--- config.mk ---
export PLATFORM = sky130hd
export DESIGN_NAME = merge_write_buffer
export DESIGN_NICKNAME = d
export VERILOG_FILES = /design/src/rtl/mwb_pkg.sv /design/src/rtl/mwb_probe.sv /design/src/rtl/mwb_drain_fsm.sv /design/src/rtl/mwb_read_fwd.sv /design/src/rtl/merge_write_buffer.sv
export SDC_FILE = /design/constraint.sdc
export NUM_CORES = 2
export LEC_CHECK = 0
export BUFFER_PORTS_ARGS = -buffer_cell sky130_fd_sc_hd__buf_2
export CAP_MARGIN = 10
export CORE_MARGIN = 2
export CORE_UTILIZATION = 45
export DETAILED_ROUTE_END_ITERATION = 6
export SLEW_MARGIN = 15
export SYNTH_ARGS = -nofsm -noshare
export SYNTH_HDL_FRONTEND = slang
export SYNTH_SLANG_ARGS = --single-unit
--- constraint.sdc ---
create_clock -name clk -period 5.3 [get_ports clk]
set_clock_uncertainty 0.05 [all_clocks]
set_input_delay 0.53 -clock clk [delete_from_list [all_inputs] [get_ports clk]]
set_output_delay 0.53 -clock clk [all_outputs]
set_load 0.1 [all_outputs]
--- src/rtl/mwb_pkg.sv ---
package mwb_pkg;

    typedef enum logic [0:0] {
        DR_IDLE = 1'b0,
        DR_SEND = 1'b1
    } drain_state_t;

endpackage

--- src/rtl/mwb_probe.sv ---
module mwb_probe #(
    parameter int BLK_W = 27
) (
    input  logic             valid,
    input  logic [BLK_W-1:0] blk,
    input  logic [BLK_W-1:0] probe_blk,
    output logic             blk_hit
);
    assign blk_hit = valid && (blk == probe_blk);
endmodule

--- src/rtl/mwb_drain_fsm.sv ---
module mwb_drain_fsm
    import mwb_pkg::*;
(
    input  logic clk,
    input  logic rst_n,
    input  logic pending,
    input  logic mem_ready,
    output logic active,
    output logic retire
);
    drain_state_t state, state_nxt;

    always_ff @(posedge clk) begin
        if (!rst_n) state <= DR_IDLE;
        else        state <= state_nxt;
    end

    always_comb begin
        state_nxt = state;
        unique case (state)
            DR_IDLE: if (pending)   state_nxt = DR_SEND;   // start_drain
            DR_SEND: if (mem_ready) state_nxt = DR_IDLE;   // retire, else hold
            default: state_nxt = DR_IDLE;
        endcase
    end

    always_comb begin
        active = 1'b0;
        retire = 1'b0;
        unique case (state)
            DR_IDLE: ;
            DR_SEND: begin
                active = 1'b1;
                retire = mem_ready;
            end
            default: ;
        endcase
    end
endmodule

--- src/rtl/mwb_read_fwd.sv ---
module mwb_read_fwd #(
    parameter int ENTRIES = 4,
    parameter int WORDS   = 4,
    parameter int WORD_W  = 64,
    localparam int PTR_W  = $clog2(ENTRIES),
    localparam int SLOT_W = $clog2(WORDS)
) (
    input  logic                                    rd_valid,
    input  logic [SLOT_W-1:0]                       rd_slot,
    input  logic [PTR_W-1:0]                        head,
    input  logic [ENTRIES-1:0]                      blk_hit,
    input  logic [ENTRIES-1:0][WORDS-1:0]           mask,
    input  logic [ENTRIES-1:0][WORDS-1:0][WORD_W-1:0] data,
    output logic                                    hit,
    output logic [WORD_W-1:0]                       word
);
    logic             found;
    logic [PTR_W-1:0] sel;

    // Walk from oldest to newest; the last match is the newest copy.
    always_comb begin
        found = 1'b0;
        sel   = '0;
        for (int i = 0; i < ENTRIES; i++) begin
            logic [PTR_W-1:0] idx;
            idx = head + PTR_W'(i);
            if (blk_hit[idx] && mask[idx][rd_slot]) begin
                found = 1'b1;
                sel   = idx;
            end
        end
    end

    assign hit  = rd_valid && found;
    assign word = hit ? data[sel][rd_slot] : '0;
endmodule

--- src/rtl/merge_write_buffer.sv ---
module merge_write_buffer #(
    parameter int ADDR_W  = 32,
    parameter int WORD_W  = 64,
    parameter int WORDS   = 4,
    parameter int ENTRIES = 4
) (
    input  logic                    clk,
    input  logic                    rst_n,
    input  logic                    st_valid,
    input  logic [ADDR_W-1:0]       st_addr,
    input  logic [WORD_W-1:0]       st_data,
    output logic                    st_ready,
    input  logic                    rd_valid,
    input  logic [ADDR_W-1:0]       rd_addr,
    output logic                    rd_hit,
    output logic [WORD_W-1:0]       rd_data,
    output logic                    mem_valid,
    output logic [ADDR_W-1:0]       mem_addr,
    output logic [WORDS-1:0]        mem_mask,
    output logic [WORDS*WORD_W-1:0] mem_data,
    input  logic                    mem_ready,
    output logic                    full,
    output logic                    empty
);
    localparam int OFF_W  = $clog2(WORD_W / 8);
    localparam int SLOT_W = $clog2(WORDS);
    localparam int LOW_W  = OFF_W + SLOT_W;
    localparam int BLK_W  = ADDR_W - LOW_W;
    localparam int PTR_W  = $clog2(ENTRIES);
    localparam int CNT_W  = $clog2(ENTRIES + 1);

    logic [ENTRIES-1:0]                         e_valid;
    logic [ENTRIES-1:0][BLK_W-1:0]              e_blk;
    logic [ENTRIES-1:0][WORDS-1:0]              e_mask;
    logic [ENTRIES-1:0][WORDS-1:0][WORD_W-1:0]  e_data;
    logic [PTR_W-1:0]                           head, tail;
    logic [CNT_W-1:0]                           count;

    logic [BLK_W-1:0]   st_blk, rd_blk;
    logic [SLOT_W-1:0]  st_slot, rd_slot;
    logic [ENTRIES-1:0] st_blk_hit, rd_blk_hit, drain_excl, merge_vec;
    logic               merge_any, st_fire, alloc;
    logic [PTR_W-1:0]   merge_idx;
    logic               active, retire;

    assign st_blk  = st_addr[ADDR_W-1 -: BLK_W];
    assign st_slot = st_addr[OFF_W +: SLOT_W];
    assign rd_blk  = rd_addr[ADDR_W-1 -: BLK_W];
    assign rd_slot = rd_addr[OFF_W +: SLOT_W];

    for (genvar g = 0; g < ENTRIES; g++) begin : g_probe
        mwb_probe #(.BLK_W(BLK_W)) u_st_probe (
            .valid(e_valid[g]), .blk(e_blk[g]),
            .probe_blk(st_blk), .blk_hit(st_blk_hit[g]));
        mwb_probe #(.BLK_W(BLK_W)) u_rd_probe (
            .valid(e_valid[g]), .blk(e_blk[g]),
            .probe_blk(rd_blk), .blk_hit(rd_blk_hit[g]));
        assign drain_excl[g] = active && (head == PTR_W'(g));
    end

    assign merge_vec = st_blk_hit & ~drain_excl;
    assign merge_any = |merge_vec;

    always_comb begin
        merge_idx = '0;
        for (int i = 0; i < ENTRIES; i++)
            if (merge_vec[i]) merge_idx = PTR_W'(i);
    end

    assign full     = (count == CNT_W'(ENTRIES));
    assign empty    = (count == '0);
    assign st_ready = merge_any || !full;
    assign st_fire  = st_valid && st_ready;
    assign alloc    = st_fire && !merge_any;

    mwb_drain_fsm u_drain (
        .clk(clk), .rst_n(rst_n), .pending(!empty),
        .mem_ready(mem_ready), .active(active), .retire(retire));

    always_ff @(posedge clk) begin
        if (!rst_n) begin
            e_valid <= '0;
            e_blk   <= '0;
            e_mask  <= '0;
            e_data  <= '0;
            head    <= '0;
            tail    <= '0;
            count   <= '0;
        end else begin
            if (st_fire && merge_any) begin
                e_mask[merge_idx][st_slot] <= 1'b1;
                e_data[merge_idx][st_slot] <= st_data;
            end
            if (alloc) begin
                e_valid[tail]          <= 1'b1;
                e_blk[tail]            <= st_blk;
                e_mask[tail]           <= WORDS'(1) << st_slot;
                e_data[tail]           <= '0;
                e_data[tail][st_slot]  <= st_data;
                tail                   <= tail + 1'b1;
            end
            if (retire) begin
                e_valid[head] <= 1'b0;
                head          <= head + 1'b1;
            end
            count <= count + CNT_W'(alloc) - CNT_W'(retire);
        end
    end

    assign mem_valid = active;
    assign mem_addr  = {e_blk[head], {LOW_W{1'b0}}};
    assign mem_mask  = active ? e_mask[head] : '0;
    assign mem_data  = e_data[head];

    mwb_read_fwd #(.ENTRIES(ENTRIES), .WORDS(WORDS), .WORD_W(WORD_W)) u_fwd (
        .rd_valid(rd_valid), .rd_slot(rd_slot), .head(head),
        .blk_hit(rd_blk_hit), .mask(e_mask), .data(e_data),
        .hit(rd_hit), .word(rd_data));
endmodule

Word level (Yosys, flattened, before mapping)

Index checks and enable logic that the tools add are counted.

Flip-flop bits (word level): 1160
Latch bits: 0
Memory bits (writable): 0
ROM bits: 0
Input port bits: 133
Output and inout port bits: 361
Logic and storage cells: 183
Memories: 0

Add/subtract/negate cells: 6
$mul: 0
Divide/modulo/power cells: 0
Magnitude comparators: 13
Equality and inequality tests: 12
Shift operators: 1
Multiplexer cells: 83
Bitwise operators: 9
Reductions and logical operators: 30

Operators by type and width:

| kind                                                                         | count |
|---|---|
| 1024-bit 2-to-1 mux                                                          | 3 |
| 1024-bit bitwise mux                                                         | 2 |
| 256-bit demux with 2-bit select                                              | 3 |
| 256-bit 2-to-1 mux                                                           | 5 |
| 1024-bit bitwise AND                                                         | 1 |
| 256-bit binary-select mux with 2-bit select                                  | 2 |
| 1024-bit inverter                                                            | 1 |
| 27-bit equality test                                                         | 8 |
| 64-bit 2-to-1 mux                                                            | 3 |
| 64-bit binary-select mux with 2-bit select                                   | 1 |
| 64-bit demux with 2-bit select                                               | 1 |
| 108-bit bitwise mux                                                          | 1 |
| 27-bit binary-select mux with 2-bit select                                   | 1 |
| 27-bit demux with 2-bit select                                               | 1 |
| 27-bit 2-to-1 mux                                                            | 2 |
| 16-bit 2-to-1 mux                                                            | 3 |
| 4-bit 2-to-1 mux                                                             | 10 |
| 4-bit binary-select mux with 2-bit select                                    | 4 |
| 2-bit by 3-bit less-than comparator with 1-bit output, second input constant | 9 |
| 1-bit logical AND                                                            | 24 |
| 1-bit 2-to-1 mux                                                             | 20 |
| 1-bit binary-select mux with 2-bit select                                    | 8 |
| 16-bit bitwise mux                                                           | 1 |
| 4-bit demux with 2-bit select                                                | 2 |
| 22 further kinds                                                             | 38 |

Longest topological paths before layout

Depth in word-level cells: 17
Depth in mapped cells: 22
Mapped depth without buffers: 17

Modules after synthesis

Synthesis repeated with hierarchy kept, for this count alone.

Cells, all modules: 6931
Area, all modules: 66236.0 um2

Modules (own cells, without submodules):

| module             | instances | cells an instance | area an instance (um2) | seq. area each (um2) |
|---|---|---|---|---|
| merge_write_buffer | 1         | 3969              | 44213.7                | 23202.3 |
| mwb_read_fwd       | 1         | 2669              | 19561.3                | 0.0 |
| mwb_probe          | 8         | 36                | 300.3                  | 0.0 |
| mwb_drain_fsm      | 1         | 5                 | 58.8                   | 20.0 |

Worst setup path before layout

No wires, ideal clock.

Path kind: input to output
Start: in rd_addr[8]
End: out rd_data[11]
Arrival time: 5937 ps
Data required time: 4720 ps
Slack: -1217 ps
Cell stages on the path: 12
Path buffers: 3
Cells stage by stage: clkbuf_1 xnor2_1 nand4_1 or4_1 buf_2 or4_4 nand2_2 or2_2 o31a_1 nand2_1 clkbuf_1 o21ai_0

Elaborated cells on any way between the ends: 34
Those cells by class: eq/ne (4); mux (21); reduce/logical (9)

RTL lines:

| item                                      | line                     | RTL |
|---|---|---|
| start, declared                           | merge_write_buffer.sv:14 | `input logic [ADDR_W-1:0] rd_addr,` |
| 27-bit equality test                      | mwb_probe.sv:9           | `assign blk_hit = valid && (blk == probe_blk);` |
| 1-bit logical AND                         | mwb_probe.sv:9           |  |
| 1-bit binary-select mux with 2-bit select | mwb_read_fwd.sv:27       | `if (blk_hit[idx] && mask[idx][rd_slot]) begin` |
| 1-bit 2-to-1 mux (implied by the code)    | mwb_read_fwd.sv:27       |  |
| 1-bit logical AND                         | mwb_read_fwd.sv:27       |  |
| 1-bit 2-to-1 mux (3 in series)            | mwb_read_fwd.sv:27       |  |
| 1-bit 2-to-1 mux *                        | mwb_read_fwd.sv:27       |  |
| 1-bit logical AND *                       | mwb_read_fwd.sv:34       | `assign hit = rd_valid && found;` |
| net rd_hit                                | merge_write_buffer.sv:15 | `output logic rd_hit,` |
| 64-bit 2-to-1 mux *                       | mwb_read_fwd.sv:35       | `assign word = hit ? data[sel][rd_slot] : '0;` |
| end, declared                             | merge_write_buffer.sv:16 | `output logic [WORD_W-1:0] rd_data,` |

Mark *: on every way through the listed nets, which the timed path passes. The rest lies on a longest branch. The select of a mux whose other input is x is not followed.

Worst setup path after layout

Start: reg e_blk[30] (netlist bit)
End: out rd_data[28]

Longest elaborated chain between the ends: 14
Elaborated cells on any way between the ends: 28
Those cells by class: eq/ne (1); mux (21); reduce/logical (6)

Ends and longest elaborated chain:

| item                                        | line                     | RTL |
|---|---|---|
| start, declared                             | merge_write_buffer.sv:33 | `logic [ENTRIES-1:0][BLK_W-1:0] e_blk;` |
| start signal, assigned by index             | merge_write_buffer.sv:96 | `e_blk[tail] <= st_blk;` |
| 27-bit equality test *                      | mwb_probe.sv:9           |  |
| 1-bit logical AND *                         | mwb_probe.sv:9           |  |
| 1-bit binary-select mux with 2-bit select   | mwb_read_fwd.sv:27       |  |
| 1-bit 2-to-1 mux (implied by the code)      | mwb_read_fwd.sv:27       |  |
| 1-bit logical AND                           | mwb_read_fwd.sv:27       |  |
| 2-bit 2-to-1 mux (4 in series)              | mwb_read_fwd.sv:27       |  |
| 256-bit binary-select mux with 2-bit select | mwb_read_fwd.sv:35       |  |
| 256-bit 2-to-1 mux (implied by the code)    | mwb_read_fwd.sv:35       |  |
| 64-bit binary-select mux with 2-bit select  | mwb_read_fwd.sv:35       |  |
| 64-bit 2-to-1 mux (implied by the code)     | mwb_read_fwd.sv:35       |  |
| 64-bit 2-to-1 mux *                         | mwb_read_fwd.sv:35       |  |

Mark *: on every way between the ends. The rest lies on a longest branch, timed or not. The select of a mux whose other input is x is not followed.

==> reports/summary.txt <==
Nets = 8,008
Area grow syn2layout = 27.2%
Placed insts = 9,481
Crit. End Element = output pin
DRC Markers = 0
Switch share = 0.393
First-pass DRT Iterations = 6
CTS Sinks = 1,160
Layout Utilization = 0.578
Startpoint Class = flop
Initial antenna violation count = 25
Clk Latency, worst-skew pair = 810 ps
Class of the most critical setup path = reg -> out
Async set or reset register ratio after synthesis = 0
Hold WS = 35.8 ps
Simple-Gate Fraction of Synth Area = 0.197
Place WS = -359 ps
Setup violations, final = 64
Post-synthesis compound-gate area fraction = 0.255
Crit path from = e_blk[30]
RSZ-0062 raised after global routing = true
Flop and latch count out of synthesis = 1,160
Die area = 151,000 um2
Switching power = 11.9 mW
Synth Flop Type = dfxtp_1
Crit-path cells = xnor2_2 > buf_4 > nand4_1 > or4_4 > buf_6 > or4_4 > nand2_4 > buf_6 > nor2_4 > nor3_4 > buf_6 > buf_16 > buf_12 > buf_4 > nand2_1 > o2111a_1 > a2111oi_4 > a31oi_1 > o221ai_4 > buf_12
FF-to-FF Start = head[1]
Total of max-cap violations = 0
Commonest non-fill, non-tap cell in the layout = dfxtp_1
Ys Warns = 0
Vias/cell = 6.80
Chip Width = 388 um
Clk buf depth = 3
First-pass GRT wire length = 442 mm
Distinct cells, synth = 78
Bufs and invs on worst path = 8
GPL Wtd Cong = 0.991
Max_slew headroom = 0.124
LEAKAGE = 28.5 nW
Htree depth = 4
Post-route insts no fill = 9,902
Core Rows = 140
Internal power = 18.4 mW
Hold violation count in the final report = 0
Fmax = 177 MHz
Fraction of layout cells with a size suffix above 1 = 0.269
Adder-cell share of the synthesized area = 0.00219
Comb power frac = 0.357
Drt total wl = 311 mm
Pwr per Cell Area = 358 nW/um2
Core area = 146,000 um2
Initial Util = 0.454
Most frequent cells in the layout = dfxtp_1, nor2b_1, a22oi_1
Slack of the critical path = -360 ps
Register share of total power = 0.310
Total power = 30.2 mW
Max-slew violations = 0
Clock power frac = 0.333
EDFF count, synth = 0
Vias in the first global route = 62.9k
Worst-path fanout max = 7
CTS root buf = clkbuf_16
Outcome = finished, violations left
Type of the worst min-delay path = in -> reg
CP arrival = 5080 ps
Wire length per cell = 31.4 um
Final worst path period share = 1.07
Worst-margin pin slew = 1310 ps
Failing checks = negative setup slack
TritonCTS clock tree = built
Die Y = 388 um
Reg clk slew, reported paths = 60 ps
Total CTS buffers = 138
Total number of vias = 67.3k
Most numerous cell on the critical path = buf_6
Part of the Yosys area used for sequential elements = 0.350
IO Port Bufs = 482
DRT iter0 DRCs = 9,279
Worst Path Required = 4720 ps
Top-area cell type share of the netlist area = 0.350
Gr ovfl total = 0
Critical path's slowest cell = or4_4
Synth top area cells = dfxtp_1, a22oi_1, nor2b_1, mux4_2, clkbuf_1
Mapped cell area = 66,400 um2
Post-Synth XOR/XNOR Area = 0.0294
I/O pin count = 494
Minimum clock period = 5660 ps
Synthesized area per cell = 8.85 um2
CP peak stage delay = 550 ps
Detail Placement HPWL = 182 mm
Synth area leader = dfxtp_1
Final ANT Viol Nets = 0
Largest delay share family, worst path = simple AND/OR/NAND/NOR gates
Mux share of post-synthesis cell area = 0.109
Total track usage = 0.391
Main combinational cell family by area after synthesis = compound AO/OA/AOI/OAI gates
Worst VDD drop = 0.368 mV
Post-Synthesis Cells = 7,503
Pin count of the biggest net entering global routing = 238
Hold_sp = st_addr[20]
## cells in the mapped netlist (all sizes together) (15+ instances only)
library cell and n:
nand4 63, a22oi 1074, o31ai 80, or2 30
a221oi 21, a221o 76, and2 25, dfxtp 1160
nor3 114, buf 182, nor2 242, a2111oi 37
inv 15, nand2 690, o221ai 166, a22o 38
o22ai 69, o21ai 64, mux2i 149, nor2b 1069
xnor2 118, clkbuf 746, a21boi 109, o2111a 38
xor2 105, mux2 78, nor4 39, or3 40
a21oi 270, nand3 142, mux4 216, a31oi 120
a41oi 37
## path summary, 6_finish.rpt
path         cells past startpoint          end  slack, ps
max                             20  rd_data[28]       -360
min                              3    e_blk[69]         40
max reg2reg                     15  e_data[217]        540
min reg2reg                      2    e_mask[4]        430
## logic make-up (layout without fill, tap and decap cells)
kind of cell | Yosys count | in the layout
buffers and inverters | 944 | 1407
AND/OR/NAND/NOR | 2490 | 2490
other | 1 | 20
multiplexers | 443 | 443
AO/OA/AOI/OAI | 2231 | 2231
XOR/XNOR | 223 | 223
flip-flops | 1160 | 1160
adder cells (fa/ha/maj) | 11 | 11
## per-stage QoR
stage / setup TNS [ps] / cell area [um2]
floorplan: -1130 / 67100
global placement: -11400 / 74900
detailed placement: -14690 / 74900
CTS: -15660 / 83200
global route: -20720 / 84400
finish: -15290 / 84400
## tightest hold or removal path, stage by stage
cell	delay, ps
buf_2	170
nand2_1	70
a21boi_0	70
## power by group through the flow
stage | logic [mW] | registers (mW) | clock network, mW
after floorplan | 5.99 | 9.45 | 0
after global placement | 9.33 | 9.53 | 0
after detailed placement | 9.39 | 9.54 | 0
after CTS | 10.1 | 9.36 | 10.1
after global routing | 11.0 | 9.41 | 10.5
final | 10.8 | 9.38 | 10.1
## flip-flops by register name, summed over array words and instances (netlist names)
signal and flops:
e_data 1024, e_blk 108, e_mask 16, e_valid 4, count 3, head 2
tail 2, u_drain.state 1
## per-layer routing
metal / vias to the layer above / part of all wire / global-route usage
met5: - / 0.00039 / 0
met4: 18 / 0.069 / 0.239
met3: 1094 / 0.12 / 0.0915
met2: 4722 / 0.43 / 0.580
met1: 33000 / 0.38 / 0.515
li1: 28500 / - / -
## cell type report
class / instances / area (um2)
antenna: 15 / 37.5
clock buffer: 193 / 3930
tap: 1917 / 2400
inverter: 16 / 62.6
timing repair buffer: 1145 / 11100
sequential: 1160 / 23300
clock inverter: 53 / 753
multi-input combinational: 5403 / 42900
fill: 12700 / 61600
## what timing repair did
item                                    in CTS  in global routing
setup buffers                               89                 48
pin swaps                                  201                132
hold endpoints to repair                    35                  0
hold buffers                                13                  0
endpoints found under the setup margin      64                 64
gates resized for setup                    379                166
gates cloned                                24                  7
Power figures use the tool's default switching activity.
